<file path="config.mk">
export PLATFORM = sky130hd
export DESIGN_NAME = expo_pulse_gen
export DESIGN_NICKNAME = d
export VERILOG_FILES = /design/src/rtl/expo_pkg.sv /design/src/rtl/expo_line_timer.sv /design/src/rtl/expo_slope_event.sv /design/src/rtl/expo_pulse_gen.sv
export SDC_FILE = /design/constraint.sdc
export NUM_CORES = 1
export LEC_CHECK = 0
export ABC_CLOCK_PERIOD_IN_PS = 4070
export BUFFER_PORTS_ARGS = -buffer_cell sky130_fd_sc_hd__buf_2
export CORE_MARGIN = 4
export CORE_UTILIZATION = 60
export CTS_BUF_LIST = sky130_fd_sc_hd__clkbuf_16
export CTS_CLUSTER_DIAMETER = 40
export CTS_CLUSTER_SIZE = 8
export DETAILED_ROUTE_END_ITERATION = 10
export GPL_TIMING_DRIVEN = 0
export PLACE_DENSITY_LB_ADDON = 0.3
export SYNTH_ARGS = -nofsm -noshare
export SYNTH_HDL_FRONTEND = slang
export SYNTH_SLANG_ARGS = --single-unit
</file>
<file path="constraint.sdc">
create_clock -name clk -period 4.07 [get_ports clk]
set_input_delay 0 -clock clk [delete_from_list [all_inputs] [get_ports clk]]
set_output_delay 0 -clock clk [all_outputs]
set_load 0.02 [all_outputs]
</file>
<file path="src/rtl/expo_pkg.sv">
package expo_pkg;
    localparam int TIMER_W    = 12;
    localparam int NUM_SLOPES = 2;
    typedef logic [TIMER_W-1:0] timer_t;
    localparam timer_t RST_LEN_MIN = timer_t'(2);
endpackage

</file>
<file path="src/rtl/expo_line_timer.sv">
module expo_line_timer #(
    parameter int LP_W = 9
) (
    input  logic            clk,
    input  logic            rst_n,
    input  logic            restart,
    input  logic            run,
    input  logic [LP_W-1:0] period,
    output logic            tick
);
    typedef struct packed {
        logic [LP_W-1:0] cyc;
    } lt_state_t;

    lt_state_t st_d, st_q;

    always_comb begin
        st_d = st_q;
        tick = run && (st_q.cyc == period - LP_W'(1));
        if (restart) begin
            st_d.cyc = '0;
        end else if (run) begin
            st_d.cyc = tick ? '0 : st_q.cyc + LP_W'(1);
        end
    end

    always_ff @(posedge clk or negedge rst_n) begin
        if (!rst_n) st_q <= '0;
        else        st_q <= st_d;
    end

    // the cycle count within a line never reaches the line period
    p_cycle_bounded_r2: assert property (@(posedge clk) disable iff (!rst_n)
        run && !restart |-> st_q.cyc < period);
endmodule

</file>
<file path="src/rtl/expo_slope_event.sv">
module expo_slope_event
    import expo_pkg::*;
(
    input  logic   armed,
    input  timer_t line,
    input  timer_t pos,
    input  timer_t xf_pos,
    output logic   pulse,
    output logic   suppressed
);
    logic enabled, on_line, blocked;

    always_comb begin
        enabled    = (pos != '0);
        on_line    = (line == pos - timer_t'(1));
        blocked    = enabled && (xf_pos != '0) && (pos >= xf_pos);
        pulse      = armed && enabled && on_line && !blocked;
        suppressed = armed && blocked;
    end
endmodule

</file>
<file path="src/rtl/expo_pulse_gen.sv">
module expo_pulse_gen
    import expo_pkg::*;
#(
    parameter int OVH_W = 8,
    parameter int PIX_W = 8
) (
    input  logic             clk,
    input  logic             rst_n,
    input  logic             frame_start,
    input  logic [11:0]      rst_len_in,
    input  logic [11:0]      ds_pos_in,
    input  logic [11:0]      ts_pos_in,
    input  logic [11:0]      xf_pos_in,
    input  logic [OVH_W-1:0] row_ovh_in,
    input  logic [PIX_W-1:0] pix_cnt_in,
    output logic             rst_pulse,
    output logic             ds_pulse,
    output logic             ts_pulse,
    output logic             xf_pulse,
    output logic             line_tick,
    output logic             cfg_err
);
    localparam int LP_W = ((OVH_W > PIX_W) ? OVH_W : PIX_W) + 1;

    typedef struct packed {
        logic                         active;
        timer_t                       line;
        timer_t                       rst_len;
        timer_t [NUM_SLOPES-1:0]      slope_pos;
        timer_t                       xf_pos;
        logic [LP_W-1:0]              period;
        logic                         err;
    } pg_state_t;

    pg_state_t st_d, st_q;

    timer_t          slope_in   [NUM_SLOPES];
    logic            slope_hit  [NUM_SLOPES];
    logic            slope_sup  [NUM_SLOPES];
    logic [LP_W-1:0] period_sum;
    logic            tick;
    logic            err_new;

    assign slope_in[0] = ds_pos_in;
    assign slope_in[1] = ts_pos_in;

    expo_line_timer #(.LP_W(LP_W)) line_timer_i (
        .clk     (clk),
        .rst_n   (rst_n),
        .restart (frame_start),
        .run     (st_q.active),
        .period  (st_q.period),
        .tick    (tick)
    );

    for (genvar g = 0; g < NUM_SLOPES; g++) begin : g_slope
        expo_slope_event slope_i (
            .armed      (st_q.active),
            .line       (st_q.line),
            .pos        (st_q.slope_pos[g]),
            .xf_pos     (st_q.xf_pos),
            .pulse      (slope_hit[g]),
            .suppressed (slope_sup[g])
        );
    end

    always_comb begin
        st_d       = st_q;
        period_sum = LP_W'(row_ovh_in) + LP_W'(pix_cnt_in);
        err_new    = 1'b0;
        for (int i = 0; i < NUM_SLOPES; i++) begin
            if (slope_in[i] != '0 && xf_pos_in != '0 && slope_in[i] >= xf_pos_in)
                err_new = 1'b1;
        end
        if (frame_start) begin
            st_d.active  = 1'b1;
            st_d.line    = '0;
            st_d.rst_len = (rst_len_in < RST_LEN_MIN) ? RST_LEN_MIN : rst_len_in;
            for (int i = 0; i < NUM_SLOPES; i++) st_d.slope_pos[i] = slope_in[i];
            st_d.xf_pos  = xf_pos_in;
            st_d.period  = (period_sum == '0) ? LP_W'(1) : period_sum;
            st_d.err     = err_new;
        end else if (tick && st_q.line != '1) begin
            st_d.line = st_q.line + timer_t'(1);
        end
    end

    always_ff @(posedge clk or negedge rst_n) begin
        if (!rst_n) st_q <= '0;
        else        st_q <= st_d;
    end

    assign line_tick = tick;
    assign rst_pulse = st_q.active && (st_q.line < st_q.rst_len - timer_t'(1));
    assign ds_pulse  = slope_hit[0];
    assign ts_pulse  = slope_hit[1];
    assign xf_pulse  = st_q.active && (st_q.xf_pos != '0) &&
                       (st_q.line == st_q.xf_pos - timer_t'(1));
    assign cfg_err   = st_q.err;

    // nothing moves before the first frame
    p_idle_quiet_r1: assert property (@(posedge clk) disable iff (!rst_n)
        !st_q.active |-> !(rst_pulse || ds_pulse || ts_pulse || xf_pulse || line_tick || cfg_err));

    // each tick advances the line index by one
    p_line_step_r2: assert property (@(posedge clk) disable iff (!rst_n)
        tick && !frame_start && st_q.line != '1 |=> st_q.line == $past(st_q.line) + timer_t'(1));

    // the main reset always covers line 0
    p_rst_first_line_r4: assert property (@(posedge clk) disable iff (!rst_n)
        st_q.active && st_q.line == '0 |-> rst_pulse);

    // any slope pulse that fires lies before the transfer line
    p_slope_before_xfer_r6: assert property (@(posedge clk) disable iff (!rst_n)
        (ds_pulse || ts_pulse) && st_q.xf_pos != '0 |-> st_q.line < st_q.xf_pos - timer_t'(1));

    // the transfer pulse spans its whole line
    p_xfer_whole_line_r7: assert property (@(posedge clk) disable iff (!rst_n)
        xf_pulse && !tick && !frame_start |=> xf_pulse);

    // a suppressed slope reset is always flagged
    p_err_covers_r8: assert property (@(posedge clk) disable iff (!rst_n)
        (slope_sup[0] || slope_sup[1]) |-> cfg_err);

    // line period only changes on a frame start
    p_period_held_r9: assert property (@(posedge clk) disable iff (!rst_n)
        st_q.active && !frame_start |=> $stable(st_q.period));
endmodule

</file>
==> metrics.txt, run 1 <==
# TYPE chip_impl_metric gauge
chip_impl_metric{name="detailedRoute.firstIterationViolations",unit=""} 487
chip_impl_metric{name="max-cap-violations",unit=""} 0
chip_impl_metric{name="clock.fmax",unit="MHz"} 296.3
chip_impl_info{name="clock_tree_from_tritoncts",value="yes"} 1
chip_impl_info{name="hold_class",value="in -> reg"} 1
chip_impl_info{name="rsz0062_at_grt",value="false"} 1
chip_impl_metric{name="synth_simple_gate_area_share",unit="%"} 20.43
chip_impl_metric{name="mappedNetlistArea",unit="µm²"} 6870
chip_impl_metric{name="holdPathStages",unit=""} 4
chip_impl_info{name="ys_top_cells_by_count",value="dfrtp_1 (80), ha_1 (76), nand2_1 (55)"} 1
chip_impl_info{name="synthFlopType",value="dfrtp_1"} 1
chip_impl_metric{name="finalPower",unit="mW"} 2.523
chip_impl_metric{name="syn-num-nets",unit=""} 905
chip_impl_metric{name="final_hold_viol_count",unit=""} 0
chip_impl_metric{name="worst_pin_slew",unit="ns"} 0.8578
chip_impl_metric{name="clock-skew-final",unit="ns"} 0.01057
chip_impl_metric{name="seq_area_frac_synth",unit="%"} 29.14
chip_impl_metric{name="clk-insertion-delay-late",unit="ns"} 0.35
chip_impl_metric{name="die-area",unit="µm²"} 13230
chip_impl_metric{name="synth-compound-area-share",unit="%"} 14.33
chip_impl_info{name="yosysMostFrequentCell",value="dfrtp_1"} 1
chip_impl_info{name="synth.top_cells.by_area",value="dfrtp_1 (29%), ha_1 (14%), mux2_2 (6.4%)"} 1
chip_impl_metric{name="timing.critical_path.arrival",unit="ns"} 3.37
chip_impl_metric{name="drcViolationCount",unit=""} 0
chip_impl_metric{name="grt_max_degree",unit=""} 47
chip_impl_metric{name="globalRouteOverflowTotal",unit=""} 0
chip_impl_info{name="clock-root-buffer",value="clkbuf_16"} 1
chip_impl_metric{name="power_per_unit_of_standard_cell_area",unit="nW/µm²"} 306.2
chip_impl_metric{name="detail-route-antenna-nets",unit=""} 0
chip_impl_metric{name="leakagePower",unit="nW"} 3.666
chip_impl_metric{name="synth_fa_ha_area_share",unit="%"} 14.13
chip_impl_metric{name="multi_input_area",unit="µm²"} 4563
chip_impl_metric{name="synthesis.instances",unit=""} 761
chip_impl_metric{name="ctsResizeCount",unit=""} 0
chip_impl_metric{name="timing.setup.tns",unit="ns"} 0
chip_impl_metric{name="synth.ff_latch_count",unit=""} 80
chip_impl_metric{name="nets",unit=""} 1039
chip_impl_metric{name="drive_gt1_share",unit="%"} 16.11
chip_impl_metric{name="final-max-slew-violation-count",unit=""} 0
chip_impl_metric{name="critical_path_required",unit="ns"} 4.07
chip_impl_metric{name="num_rows",unit=""} 38
chip_impl_metric{name="ys_async_sr_fraction",unit="%"} 100.0
chip_impl_metric{name="setup.reg_to_reg.worst_slack",unit="ns"} 1.21
chip_impl_metric{name="place.detailed.hpwl",unit="µm"} 15350
chip_impl_metric{name="postcts_setup_bufs",unit=""} 0
chip_impl_metric{name="initial_utilization",unit="%"} 62.28
chip_impl_metric{name="finalCritPeriodShare",unit="%"} 82.91
chip_impl_metric{name="area.sequential",unit="µm²"} 2002
chip_impl_info{name="whs_endpoint",value="st_q[1]"} 1
chip_impl_metric{name="clock_tree.buffer_depth",unit=""} 2
chip_impl_metric{name="routedWlPerCell",unit="µm"} 19.77
chip_impl_info{name="critPathKind",value="reg -> out"} 1
chip_impl_metric{name="routed_wl",unit="µm"} 20580
chip_impl_metric{name="reg2regPathDepth",unit=""} 9
chip_impl_info{name="rr_endpoint",value="st_q[68]"} 1
chip_impl_metric{name="grt_first_pass_wirelength",unit="µm"} 33100
chip_impl_metric{name="first_global_vias",unit=""} 6713
chip_impl_metric{name="vdd.ir_drop.worst",unit="V"} 0.0002070
chip_impl_info{name="run_status",value="complete, no violations"} 1
chip_impl_metric{name="post_synth_mux_area_share",unit="%"} 7.958
chip_impl_metric{name="hold-worst-slack",unit="ns"} 0.05919
chip_impl_metric{name="crit_fanout",unit=""} 6
chip_impl_metric{name="finalWeightedCongestion",unit=""} 0.9179
chip_impl_info{name="worstReg2RegStart",value="st_q[1]"} 1
chip_impl_metric{name="number_of_hold_repair_buffers_added_at_the_cts_stage",unit=""} 50
chip_impl_metric{name="dieWidth",unit="µm"} 115.0
chip_impl_metric{name="cts_max_level",unit=""} 3
chip_impl_metric{name="area.growth.synth_to_final",unit="%"} 19.94
chip_impl_metric{name="grtUsageTotal",unit="%"} 32.03
chip_impl_metric{name="yosysWarnings",unit=""} 0
chip_impl_info{name="combinational_family_with_the_most_area_after_synthesis",value="simple AND/OR/NAND/NOR gates"} 1
chip_impl_metric{name="fin_util",unit="%"} 74.71
chip_impl_metric{name="number_of_vias_per_cell_after_detailed_routing",unit=""} 6.385
chip_impl_metric{name="clkTransAtPathRegs",unit="ns"} 0.06
chip_impl_metric{name="synthDominantCellAreaShare",unit="%"} 29.14
chip_impl_metric{name="maxSlewHeadroom",unit="%"} 42.82
chip_impl_metric{name="numPortBuffers",unit=""} 72
chip_impl_info{name="worst_hold_startpoint",value="pix_cnt_in[0]"} 1
chip_impl_metric{name="final.fill_count",unit=""} 839
chip_impl_metric{name="synthesis.area_per_instance",unit="µm²"} 9.028
chip_impl_metric{name="netlist-cell-type-count",unit=""} 64
chip_impl_metric{name="dr.pass1.iters",unit=""} 5
chip_impl_metric{name="synthXorXnorAreaFrac",unit="%"} 9.561
chip_impl_metric{name="dr_total_vias",unit=""} 6647
chip_impl_metric{name="fp.dieH",unit="µm"} 115.0
chip_impl_metric{name="tritoncts.num_buffers",unit=""} 9
chip_impl_metric{name="finalSetupViolCount",unit=""} 0
chip_impl_metric{name="grt_antenna_before_repair",unit=""} 1
chip_impl_metric{name="top_level_ports",unit=""} 73
chip_impl_info{name="start_kind",value="flop"} 1
chip_impl_metric{name="synth-edff-count",unit=""} 0
chip_impl_info{name="synth_top_area_cell",value="dfrtp_1"} 1
chip_impl_info{name="endpoint_type_of_the_worst_setup_path",value="output port"} 1
chip_impl_metric{name="cts.sinks",unit=""} 80
chip_impl_metric{name="core_area",unit="µm²"} 11030
chip_impl_metric{name="min_period",unit="ns"} 3.374
worst max path at each step:
stage / startpoint / end / slack (ns) / cells after the start
global route: st_q[11] / ts_pulse / 0.56 / 9
detailed placement: st_q[11] / ts_pulse / 1.16 / 9
floorplan: st_q[10] / xf_pulse / 1.29 / 8
finish: st_q[11] / ts_pulse / 0.70 / 9
global placement: st_q[11] / ts_pulse / 1.17 / 9
CTS: st_q[11] / ts_pulse / 0.78 / 9
critical path, cell delays in order, from the launching register on:
cell      delay (ns)
dfrtp_1         0.40
inv_1           0.17
ha_1            0.25
nor2b_1         0.38
nand4_1         0.34
a2111o_1        0.51
a211o_1         0.27
nor4_1          0.28
o311a_1         0.25
buf_2           0.17
per-stage QoR:
stage	cells	cell area (µm²)	setup WS (ns)
floorplan	761	6870	1.290
global placement	973	7406	1.175
detailed placement	974	7428	1.156
CTS	1040	8238	0.7767
global route	1041	8240	0.5632
finish	1041	8240	0.6956
state kept, by name, indices dropped and copies added (netlist names):
name / count
line_timer_i.st_q: 9
cfg_err: 1
st_q: 70
power by group:
| part | leakage (nW) | total (mW) | internal (mW) | switching (mW) |
|---|---|---|---|---|
| Sequential | 0.985 | 0.970 | 0.865 | 0.105 |
| Combinational | 2.53 | 0.700 | 0.323 | 0.377 |
| Clock | 0.149 | 0.853 | 0.487 | 0.366 |
logic make-up after synthesis:
family | count (synthesis)
adder cells (fa/ha/maj) | 77
buffers and inverters | 79
AND/OR/NAND/NOR | 254
flip-flops | 80
AO/OA/AOI/OAI | 147
multiplexers | 49
XOR/XNOR | 75
area by class of cell:
cell class,count,share of cell area (%)
Buffer,33,1.609
Tap cell,140,2.126
Timing Repair Buffer,123,10.72
Inverter,46,2.095
Multi-Input combinational cell,602,55.38
Sequential cell,80,24.29
Clock buffer,9,2.733
Clock inverter,7,1.017
Antenna cell,1,0.03037
placed cells by master (no fill, tap or decap), types with 11 or more instances in the layout:
cell,synthesis,routed
a21o_1,12,12
a21oi_1,33,33
buf_2,1,72
clkbuf_1,24,24
dfrtp_1,80,80
dlygate4sd3_1,0,50
ha_1,76,76
inv_1,46,46
mux2_2,39,39
nand2_1,55,55
nand2b_1,11,11
nand3_1,12,12
nand4_1,21,21
nor2_1,49,49
nor2b_1,17,17
nor3_1,16,16
nor4_1,25,25
o21ai_0,37,37
xnor2_1,48,48
xor2_1,27,27
per-layer routing:
| metal | part of all wire [%] | GRT usage [%] | up-vias |
|---|---|---|---|
| li1 | - | - | 3064 |
| met1 | 41 | 41.55 | 3212 |
| met2 | 48 | 52.85 | 308 |
| met3 | 7.9 | 5.579 | 63 |
| met4 | 3.1 | 13.62 | 0 |
| met5 | 0 | 0 | - |
Note: power is estimated with default switching activity, not from simulation.
==> inputs of run 2 (changes only) <==
--- a/config.mk
+++ b/config.mk
@@ -5,10 +5,10 @@
 export SDC_FILE = /design/constraint.sdc
 export NUM_CORES = 1
 export LEC_CHECK = 0
-export ABC_CLOCK_PERIOD_IN_PS = 4070
+export ABC_CLOCK_PERIOD_IN_PS = 2800
 export BUFFER_PORTS_ARGS = -buffer_cell sky130_fd_sc_hd__buf_2
 export CORE_MARGIN = 4
-export CORE_UTILIZATION = 60
+export CORE_UTILIZATION = 55
 export CTS_BUF_LIST = sky130_fd_sc_hd__clkbuf_16
 export CTS_CLUSTER_DIAMETER = 40
 export CTS_CLUSTER_SIZE = 8
==> constraint.sdc (replaced) <==
create_clock -name clk -period 2.8 [get_ports clk]
set_input_delay 0 -clock clk [delete_from_list [all_inputs] [get_ports clk]]
set_output_delay 0 -clock clk [all_outputs]
set_load 0.02 [all_outputs]
==> run 2 against run 1 <==
Effect of this change:
- hold slack lost 0.020 ns
- clock-buffer cell count is the same
- wire length grew 1.2%
- final cell count grew 3.5%
- utilization shrank 3.7 points
- total power grew 43%
- global-route usage shrank 2.8 points
- sequential share of layout area shrank 0.95 points
- register-to-register slack lost 1.1 ns
==> metrics.txt, run 2 (synthesis results as in run 1) <==
# TYPE chip_impl_metric gauge
chip_impl_info{name="worst_hold_startpoint",value="pix_cnt_in[0]"} 1
chip_impl_metric{name="clk-insertion-delay-late",unit="ns"} 0.36
chip_impl_metric{name="die-area",unit="µm²"} 14340
chip_impl_metric{name="finalSetupViolCount",unit=""} 0
chip_impl_info{name="top_routing_layer_used",value="met4"} 1
chip_impl_metric{name="maxSlewHeadroom",unit="%"} 48.15
chip_impl_metric{name="clkTransAtPathRegs",unit="ns"} 0.06
chip_impl_metric{name="timing.critical_path.arrival",unit="ns"} 2.72
chip_impl_metric{name="power_per_unit_of_standard_cell_area",unit="nW/µm²"} 420.3
chip_impl_metric{name="nets",unit=""} 1048
chip_impl_metric{name="finalWeightedCongestion",unit=""} 0.9151
chip_impl_metric{name="core_area",unit="µm²"} 12110
chip_impl_metric{name="placed_area",unit="µm²"} 7471
chip_impl_info{name="worstReg2RegStart",value="st_q[1]"} 1
chip_impl_info{name="crit_path_cell_trace",value="inv_1 > ha_4 > nor2b_4 > nand4_1 > a2111o_1 > a211o_1 > nor4_2 > o311a_1 > buf_2"} 1
chip_impl_info{name="start_kind",value="flop"} 1
chip_impl_metric{name="timing.critical_path.buf_inv",unit=""} 2
chip_impl_metric{name="clock_tree.buffer_depth",unit=""} 2
chip_impl_metric{name="numPortBuffers",unit=""} 72
chip_impl_metric{name="clock.fmax",unit="MHz"} 367.4
chip_impl_metric{name="critPathMaxStageDelay",unit="ns"} 0.46
chip_impl_metric{name="place.detailed.hpwl",unit="µm"} 14940
chip_impl_info{name="worstSetupStartpoint",value="st_q[10]"} 1
chip_impl_metric{name="drcViolationCount",unit=""} 0
chip_impl_metric{name="initial_utilization",unit="%"} 56.73
chip_impl_metric{name="dieWidth",unit="µm"} 119.8
chip_impl_metric{name="grt_max_degree",unit=""} 49
chip_impl_metric{name="post-place-cells",unit=""} 1002
chip_impl_metric{name="met1Wirelength",unit="µm"} 8660
chip_impl_metric{name="cts_max_level",unit=""} 3
chip_impl_metric{name="fin_area",unit="µm²"} 8602
chip_impl_info{name="timing.critical_path.max_delay_family",value="compound AO/OA/AOI/OAI gates"} 1
chip_impl_metric{name="grtUsageTotal",unit="%"} 29.20
chip_impl_metric{name="dr_total_vias",unit=""} 6692
chip_impl_metric{name="detailedRoute.firstIterationViolations",unit=""} 500
chip_impl_info{name="hold_class",value="in -> reg"} 1
chip_impl_metric{name="worst_pin_slew",unit="ns"} 0.7777
chip_impl_metric{name="hold-worst-slack",unit="ns"} 0.03877
chip_impl_metric{name="max-cap-violations",unit=""} 0
chip_impl_info{name="layout_commonest_cell",value="dfrtp_1"} 1
chip_impl_metric{name="fin_util",unit="%"} 71.02
chip_impl_metric{name="crit_fanout",unit=""} 4
chip_impl_info{name="endpoint_type_of_the_worst_setup_path",value="output port"} 1
chip_impl_metric{name="grt_first_pass_wirelength",unit="µm"} 33390
chip_impl_metric{name="leakagePower",unit="nW"} 3.781
chip_impl_metric{name="grt_antenna_before_repair",unit=""} 0
chip_impl_info{name="most-common-layout-cells",value="dfrtp_1 (75), ha_1 (73), buf_2 (70)"} 1
chip_impl_metric{name="wl_met2",unit="µm"} 9689
chip_impl_metric{name="final-max-slew-violation-count",unit=""} 0
chip_impl_metric{name="num_rows",unit=""} 40
chip_impl_metric{name="drive_gt1_share",unit="%"} 21.78
chip_impl_metric{name="first_global_vias",unit=""} 6757
chip_impl_metric{name="num_antenna_cells",unit=""} 0
chip_impl_metric{name="area.growth.synth_to_final",unit="%"} 25.20
chip_impl_metric{name="min_period",unit="ns"} 2.722
chip_impl_info{name="critPathKind",value="reg -> out"} 1
chip_impl_metric{name="top_level_ports",unit=""} 73
chip_impl_metric{name="met3_wirelength",unit="µm"} 1607
chip_impl_metric{name="routed_wl",unit="µm"} 20830
chip_impl_metric{name="number_of_vias_per_cell_after_detailed_routing",unit=""} 6.214
chip_impl_metric{name="detail-route-antenna-nets",unit=""} 0
chip_impl_metric{name="dr.pass1.iters",unit=""} 8
chip_impl_info{name="regMostFlops",value="st_q"} 1
chip_impl_metric{name="routedWlPerCell",unit="µm"} 19.34
chip_impl_metric{name="fp.dieH",unit="µm"} 119.8
chip_impl_metric{name="final.fill_count",unit=""} 902
chip_impl_metric{name="cts.sinks",unit=""} 80
chip_impl_metric{name="largest_register_ff_count",unit=""} 70
chip_impl_metric{name="globalRouteOverflowTotal",unit=""} 0
chip_impl_metric{name="critical_path_required",unit="ns"} 2.80
chip_impl_info{name="run_status",value="complete, no violations"} 1
chip_impl_metric{name="final_hold_viol_count",unit=""} 0
chip_impl_metric{name="vdd.ir_drop.worst",unit="V"} 0.0002685
chip_impl_metric{name="tritoncts.num_buffers",unit=""} 9
chip_impl_metric{name="timing.setup.tns",unit="ns"} 0
chip_impl_info{name="clock-root-buffer",value="clkbuf_16"} 1
chip_impl_metric{name="finalCritPeriodShare",unit="%"} 97.22
chip_impl_info{name="clock_tree_from_tritoncts",value="yes"} 1
chip_impl_metric{name="clock-skew-final",unit="ns"} 0.009088
chip_impl_metric{name="instances_no_fill",unit=""} 1077
chip_impl_info{name="critical_path.slowest_cell",value="a2111o_1"} 1
run 2: per-layer routing:
metal	track usage [%]	vias up
met2	48.73	330
met3	6.456	89
met1	36.77	3207
li1	-	3066
met4	11.74	0
met5	0	-
run 2: worst reg2reg max path, delay by kind of cell (launching register included):
| kind | cells | cell delay [ns] |
|---|---|---|
| multiplexers | 1 | 0.38 |
| buffers and inverters | 1 | 0.21 |
| AND/OR/NAND/NOR | 5 | 1.54 |
| flip-flops | 1 | 0.44 |
run 2: area by class of cell:
cell class	count	area, µm²	share of cell area, %
multi-input cells	602	4806	55.87
flip-flops and latches	80	2008	23.35
repair buffers	134	993.5	11.55
clock buffers	9	225.2	2.618
well taps	168	210.2	2.444
inverters	46	172.7	2.007
plain buffers	31	146.4	1.702
clock inverters	7	40.04	0.4655
run 2: worst paths after layout:
check / endpoint / slack [ns] / depth (start not counted)
setup reg to reg: st_q[68] / 0.09 / 7
setup / recovery: ts_pulse / 0.08 / 9
hold reg to reg: cfg_err / 0.54 / 1
max in group asynchronous: st_q[1] / 2.06 / 3
hold / removal: st_q[1] / 0.04 / 4
min in group asynchronous: st_q[69] / 0.15 / 2
run 2: what timing repair did:
action                                  CTS  global route
cloned                                    0             1
endpoints found under the setup margin    9            14
endpoints found under the hold margin    80             0
hold buffers                             50             0
pin swaps                                 1            14
buffers inserted                          3             7
gates resized for setup                  17            54
run 2: stage by stage:
| step | worst slack, ns | power (mW) |
|---|---|---|
| 4_1_cts | 0.0001139 | 3.507 |
| 3_5_place_dp | -0.03925 | 2.352 |
| 3_3_place_gp | 0.01798 | 2.288 |
| 6_report | 0.07790 | 3.616 |
| 2_1_floorplan | 0.02039 | 2.043 |
| 5_1_grt | -0.02865 | 3.810 |
run 2: report_power, final:
part           switching (mW)  leakage [nW]  internal [mW]  total (mW)
sequential              0.164         0.980           1.26        1.42
combinational           0.584          2.67          0.522        1.11
clock                   0.495         0.132          0.592        1.09
